$ cat src/rtl/est_pkg.sv
`timescale 1ns/1ps
package est_pkg;
  localparam int VAL_W    = 16;
  localparam int FRAC_W   = 8;
  localparam int WIN_LOG2 = 3;

  typedef enum logic [1:0] {
    ST_IDLE = 2'd0,
    ST_DIV  = 2'd1,
    ST_WAIT = 2'd2,
    ST_OUT  = 2'd3
  } est_state_e;
endpackage

$ cat src/rtl/est_window.sv
`timescale 1ns/1ps
// Sliding window of 2**LOG2 entries with a running sum; optional maximum.
module est_window #(
  parameter int W       = 16,
  parameter int LOG2    = 3,
  parameter bit HAS_MAX = 1'b1
) (
  input  logic                clk,
  input  logic                rst_n,
  input  logic                push,
  input  logic [W-1:0]        din,
  output logic [W-1:0]        mean,
  output logic [W-1:0]        maxv
);
  localparam int DEPTH = 1 << LOG2;
  localparam int SW    = W + LOG2;

  logic [W-1:0]  mem [DEPTH];
  logic [SW-1:0] sum;

  always_ff @(posedge clk) begin
    if (!rst_n) begin
      for (int i = 0; i < DEPTH; i++) mem[i] <= '0;
      sum <= '0;
    end else if (push) begin
      for (int i = DEPTH - 1; i > 0; i--) mem[i] <= mem[i-1];
      mem[0] <= din;
      sum    <= sum - SW'(mem[DEPTH-1]) + SW'(din);
    end
  end

  assign mean = sum[LOG2 +: W];

  generate
    if (HAS_MAX) begin : g_max
      always_comb begin
        maxv = mem[0];
        for (int i = 1; i < DEPTH; i++)
          if (mem[i] > maxv) maxv = mem[i];
      end
    end else begin : g_nomax
      assign maxv = '0;
    end
  endgenerate
endmodule

$ cat src/rtl/est_blend.sv
`timescale 1ns/1ps
// res = floor((k*a + (ONE-k)*b) / ONE), k in Q0.FW with ONE = 2**FW.
module est_blend #(
  parameter int W  = 16,
  parameter int FW = 8
) (
  input  logic [FW:0]  k,
  input  logic [W-1:0] a,
  input  logic [W-1:0] b,
  output logic [W-1:0] res
);
  localparam int PW = W + FW + 2;
  localparam logic [FW:0] ONE = {1'b1, {FW{1'b0}}};

  logic [FW:0]   kc;
  logic [PW-1:0] acc;

  always_comb begin
    kc  = ONE - k;
    acc = PW'(k) * PW'(a) + PW'(kc) * PW'(b);
    res = acc[FW +: W];
  end
endmodule

$ cat src/rtl/est_divider.sv
`timescale 1ns/1ps
// Restoring divider, one quotient bit per cycle, NW cycles per division.
module est_divider #(
  parameter int NW = 24,
  parameter int DW = 16
) (
  input  logic          clk,
  input  logic          rst_n,
  input  logic          start,
  input  logic [NW-1:0] dividend,
  input  logic [DW-1:0] divisor,
  output logic          done,
  output logic [NW-1:0] quot
);
  localparam int CW = $clog2(NW + 1);

  logic [DW-1:0] rem;
  logic [NW-1:0] shq;
  logic [DW-1:0] dvs;
  logic [CW-1:0] cnt;
  logic          busy;
  logic [DW:0]   trial;

  assign trial = {rem, shq[NW-1]};

  always_ff @(posedge clk) begin
    if (!rst_n) begin
      rem  <= '0;
      shq  <= '0;
      dvs  <= '0;
      cnt  <= '0;
      busy <= 1'b0;
      done <= 1'b0;
    end else begin
      done <= 1'b0;
      if (start && !busy) begin
        rem  <= '0;
        shq  <= dividend;
        dvs  <= divisor;
        cnt  <= CW'(NW);
        busy <= 1'b1;
      end else if (busy) begin
        if (trial >= {1'b0, dvs}) begin
          rem <= DW'(trial - {1'b0, dvs});
          shq <= {shq[NW-2:0], 1'b1};
        end else begin
          rem <= trial[DW-1:0];
          shq <= {shq[NW-2:0], 1'b0};
        end
        cnt <= cnt - 1'b1;
        if (cnt == CW'(1)) begin
          busy <= 1'b0;
          done <= 1'b1;
        end
      end
    end
  end

  assign quot = shq;
endmodule

$ cat src/rtl/adaptive_rate_est.sv
`timescale 1ns/1ps
module adaptive_rate_est #(
  parameter int VW = est_pkg::VAL_W,
  parameter int FW = est_pkg::FRAC_W,
  parameter int WL = est_pkg::WIN_LOG2
) (
  input  logic          clk,
  input  logic          rst_n,
  input  logic [FW:0]   err_coef,
  input  logic          in_valid,
  output logic          in_ready,
  input  logic [VW-1:0] in_obs,
  output logic          out_valid,
  input  logic          out_ready,
  output logic [VW-1:0] out_pred,
  output logic [FW:0]   out_gain
);
  import est_pkg::*;

  localparam int GW = FW + 1;
  localparam int NW = VW + FW;
  localparam logic [GW-1:0] ONE = {1'b1, {FW{1'b0}}};

  est_state_e    state;
  logic [VW-1:0] x_q, hmean_q, delta_q, prev_pred;
  logic [VW-1:0] obs_mean, obs_max, err_mean, err_max;
  logic [VW-1:0] e_abs, delta_c, pred_c;
  logic [GW-1:0] coef_sat, gain_c;
  logic          accept, div_start, div_done, capture;
  logic [NW-1:0] div_quot;

  assign in_ready = (state == ST_IDLE);
  assign accept   = in_valid && in_ready;

  // Smoothed error for the incoming sample
  always_comb begin
    coef_sat = (err_coef > ONE) ? ONE : err_coef;
    e_abs    = (prev_pred > in_obs) ? (prev_pred - in_obs) : (in_obs - prev_pred);
  end

  est_blend #(.W(VW), .FW(FW)) u_err_mix (
    .k(coef_sat), .a(err_mean), .b(e_abs), .res(delta_c)
  );

  est_window #(.W(VW), .LOG2(WL), .HAS_MAX(1'b0)) u_obs_win (
    .clk(clk), .rst_n(rst_n), .push(accept), .din(in_obs),
    .mean(obs_mean), .maxv(obs_max)
  );

  est_window #(.W(VW), .LOG2(WL), .HAS_MAX(1'b1)) u_err_win (
    .clk(clk), .rst_n(rst_n), .push(accept), .din(delta_c),
    .mean(err_mean), .maxv(err_max)
  );

  assign div_start = (state == ST_DIV) && (err_max != '0);

  est_divider #(.NW(NW), .DW(VW)) u_div (
    .clk(clk), .rst_n(rst_n), .start(div_start),
    .dividend({delta_q, {FW{1'b0}}}), .divisor(err_max),
    .done(div_done), .quot(div_quot)
  );

  // Gain selection
  always_comb begin
    if (err_max == '0)
      gain_c = ONE;
    else if (div_quot > NW'(ONE))
      gain_c = '0;
    else
      gain_c = ONE - div_quot[GW-1:0];
  end

  est_blend #(.W(VW), .FW(FW)) u_pred_mix (
    .k(gain_c), .a(hmean_q), .b(x_q), .res(pred_c)
  );

  assign capture = ((state == ST_DIV) && (err_max == '0)) ||
                   ((state == ST_WAIT) && div_done);

  always_ff @(posedge clk) begin
    if (!rst_n) begin
      state     <= ST_IDLE;
      x_q       <= '0;
      hmean_q   <= '0;
      delta_q   <= '0;
      prev_pred <= '0;
      out_valid <= 1'b0;
      out_pred  <= '0;
      out_gain  <= '0;
    end else begin
      case (state)
        ST_IDLE: if (accept) begin
          x_q     <= in_obs;
          hmean_q <= obs_mean;
          delta_q <= delta_c;
          state   <= ST_DIV;
        end
        ST_DIV:  if (!capture) state <= ST_WAIT;
        ST_WAIT: ;
        ST_OUT:  if (out_ready) begin
          out_valid <= 1'b0;
          state     <= ST_IDLE;
        end
        default: state <= ST_IDLE;
      endcase
      if (capture) begin
        out_pred  <= pred_c;
        out_gain  <= gain_c;
        prev_pred <= pred_c;
        out_valid <= 1'b1;
        state     <= ST_OUT;
      end
    end
  end
endmodule

$ cat config.mk
export PLATFORM = sky130hd
export DESIGN_NAME = adaptive_rate_est
export DESIGN_NICKNAME = d
export VERILOG_FILES = /design/src/rtl/est_pkg.sv /design/src/rtl/est_window.sv /design/src/rtl/est_blend.sv /design/src/rtl/est_divider.sv /design/src/rtl/adaptive_rate_est.sv
export SDC_FILE = /design/constraint.sdc
export NUM_CORES = 2
export LEC_CHECK = 0
export BUFFER_PORTS_ARGS = -buffer_cell sky130_fd_sc_hd__buf_2
export CAP_MARGIN = 30
export CORE_UTILIZATION = 41
export DETAILED_ROUTE_END_ITERATION = 16
export PLACE_DENSITY_LB_ADDON = 0.12
export SYNTH_ARGS = -nofsm -noshare
export SYNTH_HDL_FRONTEND = slang
export SYNTH_SLANG_ARGS = --single-unit
$ cat constraint.sdc
create_clock -name clk -period 32.4 [get_ports clk]
set_input_delay 6.48 -clock clk [delete_from_list [all_inputs] [get_ports clk]]
set_output_delay 6.48 -clock clk [all_outputs]
set_load 0.01 [all_outputs]
==> summary.txt <==
Clocking
  – Root buf cell: clkbuf_16
  – Clock sinks: 433
  – # H-tree levels: 2
  – Worst-Skew Late Latency: 0.65 ns
  – CTS buffer count: 54
  – Clk pin slew, worst setup/hold paths: 0.06 ns
  – Buffers inserted by post-CTS timing repair: 0
  – Post-CTS Resized: 0
  – Clock buffer depth: 3
  – Hold_buf cts: 0
  – TritonCTS clock tree: built

Floorplan
  – Die Span Y: 324 µm
  – Die width: 324 µm
  – I/O pins: 56
  – Starting Density: 0.415
  – Core Area: 102000 µm²
  – Core Rows: 117
  – Die area: 105000 µm²

Worst setup path
  – Reg2reg end: prev_pred[15]$_SDFFE_PN0P_
  – Arr. time, crit path: 28.34 ns
  – Crit path to: prev_pred[15]$_SDFFE_PN0P_
  – Buf/Inv on CP: 10
  – Worst Path Max Fanout: 59
  – Worst reg2reg setup slack: 4.61 ns
  – CP Capture Type: flip-flop
  – CP Data Required Time: 32.96 ns
  – Delay-heaviest family, CP: compound AO/OA/AOI/OAI gates
  – Setup CP Type: flip-flop to flip-flop
  – Critical path's slowest cell: or3_1
  – Crit-path max cell delay: 0.68 ns
  – Worst r2r src: u_err_win.mem[0][27]$_SDFFCE_PN0P_
  – Critical path launch point: u_err_win.mem[0][27]$_SDFFCE_PN0P_
  – Critical path depth: 106
  – Cells on worst reg2reg path: 106
  – Setup crit start kind: flip-flop

Synthesis
  – Simple-gate share of the synthesized area: 0.168
  – Synthesized area per cell: 9.31 µm²
  – Post-synth EDFFs: 256
  – Syn Nets: 5421
  – Post-synthesis compound-gate area fraction: 0.0933
  – Main combinational cell family by area after synthesis: adder cells
  – Gate Count Post-Synth: 4558
  – Synth area leaders: fa_1, edfxtp_1, ha_1
  – Multiplexer area fraction after synthesis: 0.0232
  – Register bit total from synthesis: 433
  – Most common cell in the synthesized netlist: inv_1
  – Yosys top cell by area: fa_1
  – Top FF cell, synth: edfxtp_1
  – Synth top area share: 0.236
  – Unique masters post-synth: 98
  – Synth Area in Adders: 0.335
  – XOR/XNOR Fraction of Synth Area: 0.0254
  – Sequential share of the synthesized area: 0.265
  – Post-Syn Area: 42400 µm²
  – Async SR Flop Fraction: 0
  – YS warnings: 0
  – Commonest cells post-synth: inv_1, nand2_1, fa_1

Timing
  – Final setup viols: 0
  – Worst Max-Slew Pin Slew: 0.993 ns
  – Final period utilization: 0.858
  – Setup_tns: 0 ns
  – Period minus WS final: 27.79 ns
  – Hold Violations, Final: 0
  – Max-slew violations: 0
  – RSZ-0062 raised after global routing: false
  – F_max: 36.0 MHz
  – Skew final: 0.0341 ns
  – Worst slew margin: 0.335

Detailed routing
  – Final ANT Viol Nets: 1
  – Vias per inst: 5.09
  – WL per Instance: 18.6 µm
  – Initial detailed-routing violation count: 1655
  – Via count: 30211
  – WL final: 110 mm
  – Drt first pass iters: 5
  – DRC violations left: 0

Global routing
  – First-pass GRT wire length: 177 mm
  – Pin count of the biggest net entering global routing: 113
  – Gr usage total: 0.218
  – Initial antenna violation count: 0
  – Grt ovf: 0
  – Vias in the first global route: 30815

Run status
  – Outcome: complete, but fails checks
  – Failing checks: antenna violations

Placement
  – GPL Wtd Cong: 0.886
  – HPWL after detailed placement: 85.5 mm
  – Port Buf Inserts: 55

Final layout
  – Nets: 5377
  – Layout area overhead: 8.50%
  – Fillers: 10105
  – Util after Layout: 0.451
  – Layout cell share with drive strength beyond 1: 0.0614

Worst hold path
  – Min-delay worst type: flip-flop to flip-flop

Job
  – Max Cap Viol: 0
-- layout by cell type (no fill, tap or decap), drive strengths merged, types with 6 or more instances in the layout --
| cell | instances |
|---|---|
| inv | 810 |
| nand2 | 564 |
| fa | 501 |
| and2 | 341 |
| ha | 333 |
| edfxtp | 256 |
| nor2 | 223 |
| a21oi | 200 |
| dfxtp | 177 |
| buf | 113 |
| o21ai | 105 |
| a21o | 100 |
| xnor2 | 89 |
| mux2i | 87 |
| clkbuf | 72 |
| and3 | 59 |
| nor2b | 42 |
| nand3 | 41 |
| a211oi | 40 |
| nand4 | 39 |
| o21bai | 36 |
| xor2 | 34 |
| nor3 | 29 |
| nand2b | 24 |
| o211ai | 24 |
| nor4 | 17 |
| clkinv | 17 |
| or3 | 15 |
| a31oi | 14 |
| nand3b | 12 |
| or2 | 12 |
| o21a | 11 |
| mux2 | 10 |
| a22oi | 8 |
| a221oi | 7 |
| or4 | 6 |
-- worst reg2reg max path, delay by kind of cell, from the launching register on --
kind | cells | cell delay (ns)
AO/OA/AOI/OAI | 48 | 10.66
AND/OR/NAND/NOR | 27 | 7.51
adder cells (fa/ha/maj) | 15 | 5.62
multiplexers | 5 | 1.77
buffers and inverters | 10 | 1.59
flip-flops | 1 | 0.42
XOR/XNOR | 1 | 0.19
-- state kept, by name (all words and copies together) (netlist names) --
register       flops
u_err_win.sum     19
u_div.busy         1
state              2
delta_q           16
u_div.done         1
u_obs_win.sum     19
u_div.quot        24
out_gain           9
u_obs_win.mem    128
u_err_win.mem    128
u_div.dvs         16
out_valid          1
x_q               16
u_div.cnt          5
hmean_q           16
prev_pred         16
u_div.rem         16
-- cell families (layout without fill, tap and decap cells) --
family,after synthesis,after routing
compound gates,608,608
xor+xnor,123,123
fa+ha+maj,837,837
buf+inv,1014,1016
flops,433,433
mux,97,97
other cells,0,5
simple gates,1446,1446
-- through the flow --
step	cell area [µm²]	setup WS, ns	std cells	hold WS [ns]
final	46000	4.61	5933	0.450
after detailed placement	44200	4.37	5824	0.441
after global routing	46000	2.38	5928	0.472
after floorplan	42400	8.32	4558	0.424
after global placement	44100	5.08	5822	0.434
after CTS	46000	4.33	5926	0.453
-- worst min-delay path by stage --
stage	startpoint	cells past startpoint	slack, ns	to
4_1_cts	u_obs_win.sum[2]$_SDFFE_PN0P_	2	0.45	u_obs_win.sum[2]$_SDFFE_PN0P_
6_report	u_obs_win.sum[2]$_SDFFE_PN0P_	2	0.45	u_obs_win.sum[2]$_SDFFE_PN0P_
5_1_grt	u_obs_win.sum[2]$_SDFFE_PN0P_	2	0.47	u_obs_win.sum[2]$_SDFFE_PN0P_
3_5_place_dp	out_gain[1]$_SDFFE_PN0P_	2	0.44	out_gain[1]$_SDFFE_PN0P_
2_1_floorplan	delta_q[15]$_SDFFE_PN0P_	2	0.42	delta_q[15]$_SDFFE_PN0P_
3_3_place_gp	delta_q[14]$_SDFFE_PN0P_	1	0.43	delta_q[14]$_SDFFE_PN0P_
-- per-layer routing --
layer  vias up  track usage  routed length, µm
met5         -            0                  0
met4         0       0.0403               1770
met3       108       0.0245               3690
met2       469        0.379              54300
met1     15103        0.292              50300
li1      14531            -                  -
-- cell type report --
class / instances / area [µm²] / area share
tap: 1368 / 1710 / 0.0372
inverter: 801 / 3020 / 0.0655
timing repair buffer: 113 / 774 / 0.0168
clock buffer: 72 / 1600 / 0.0347
clock inverter: 30 / 234 / 0.00508
sequential: 433 / 11200 / 0.244
antenna: 5 / 12.5 / 0.000272
multi-input combinational: 3111 / 27500 / 0.597
Power is not shown: default switching activity piles up to over one toggle a cycle in this logic, so the estimate is an artifact.
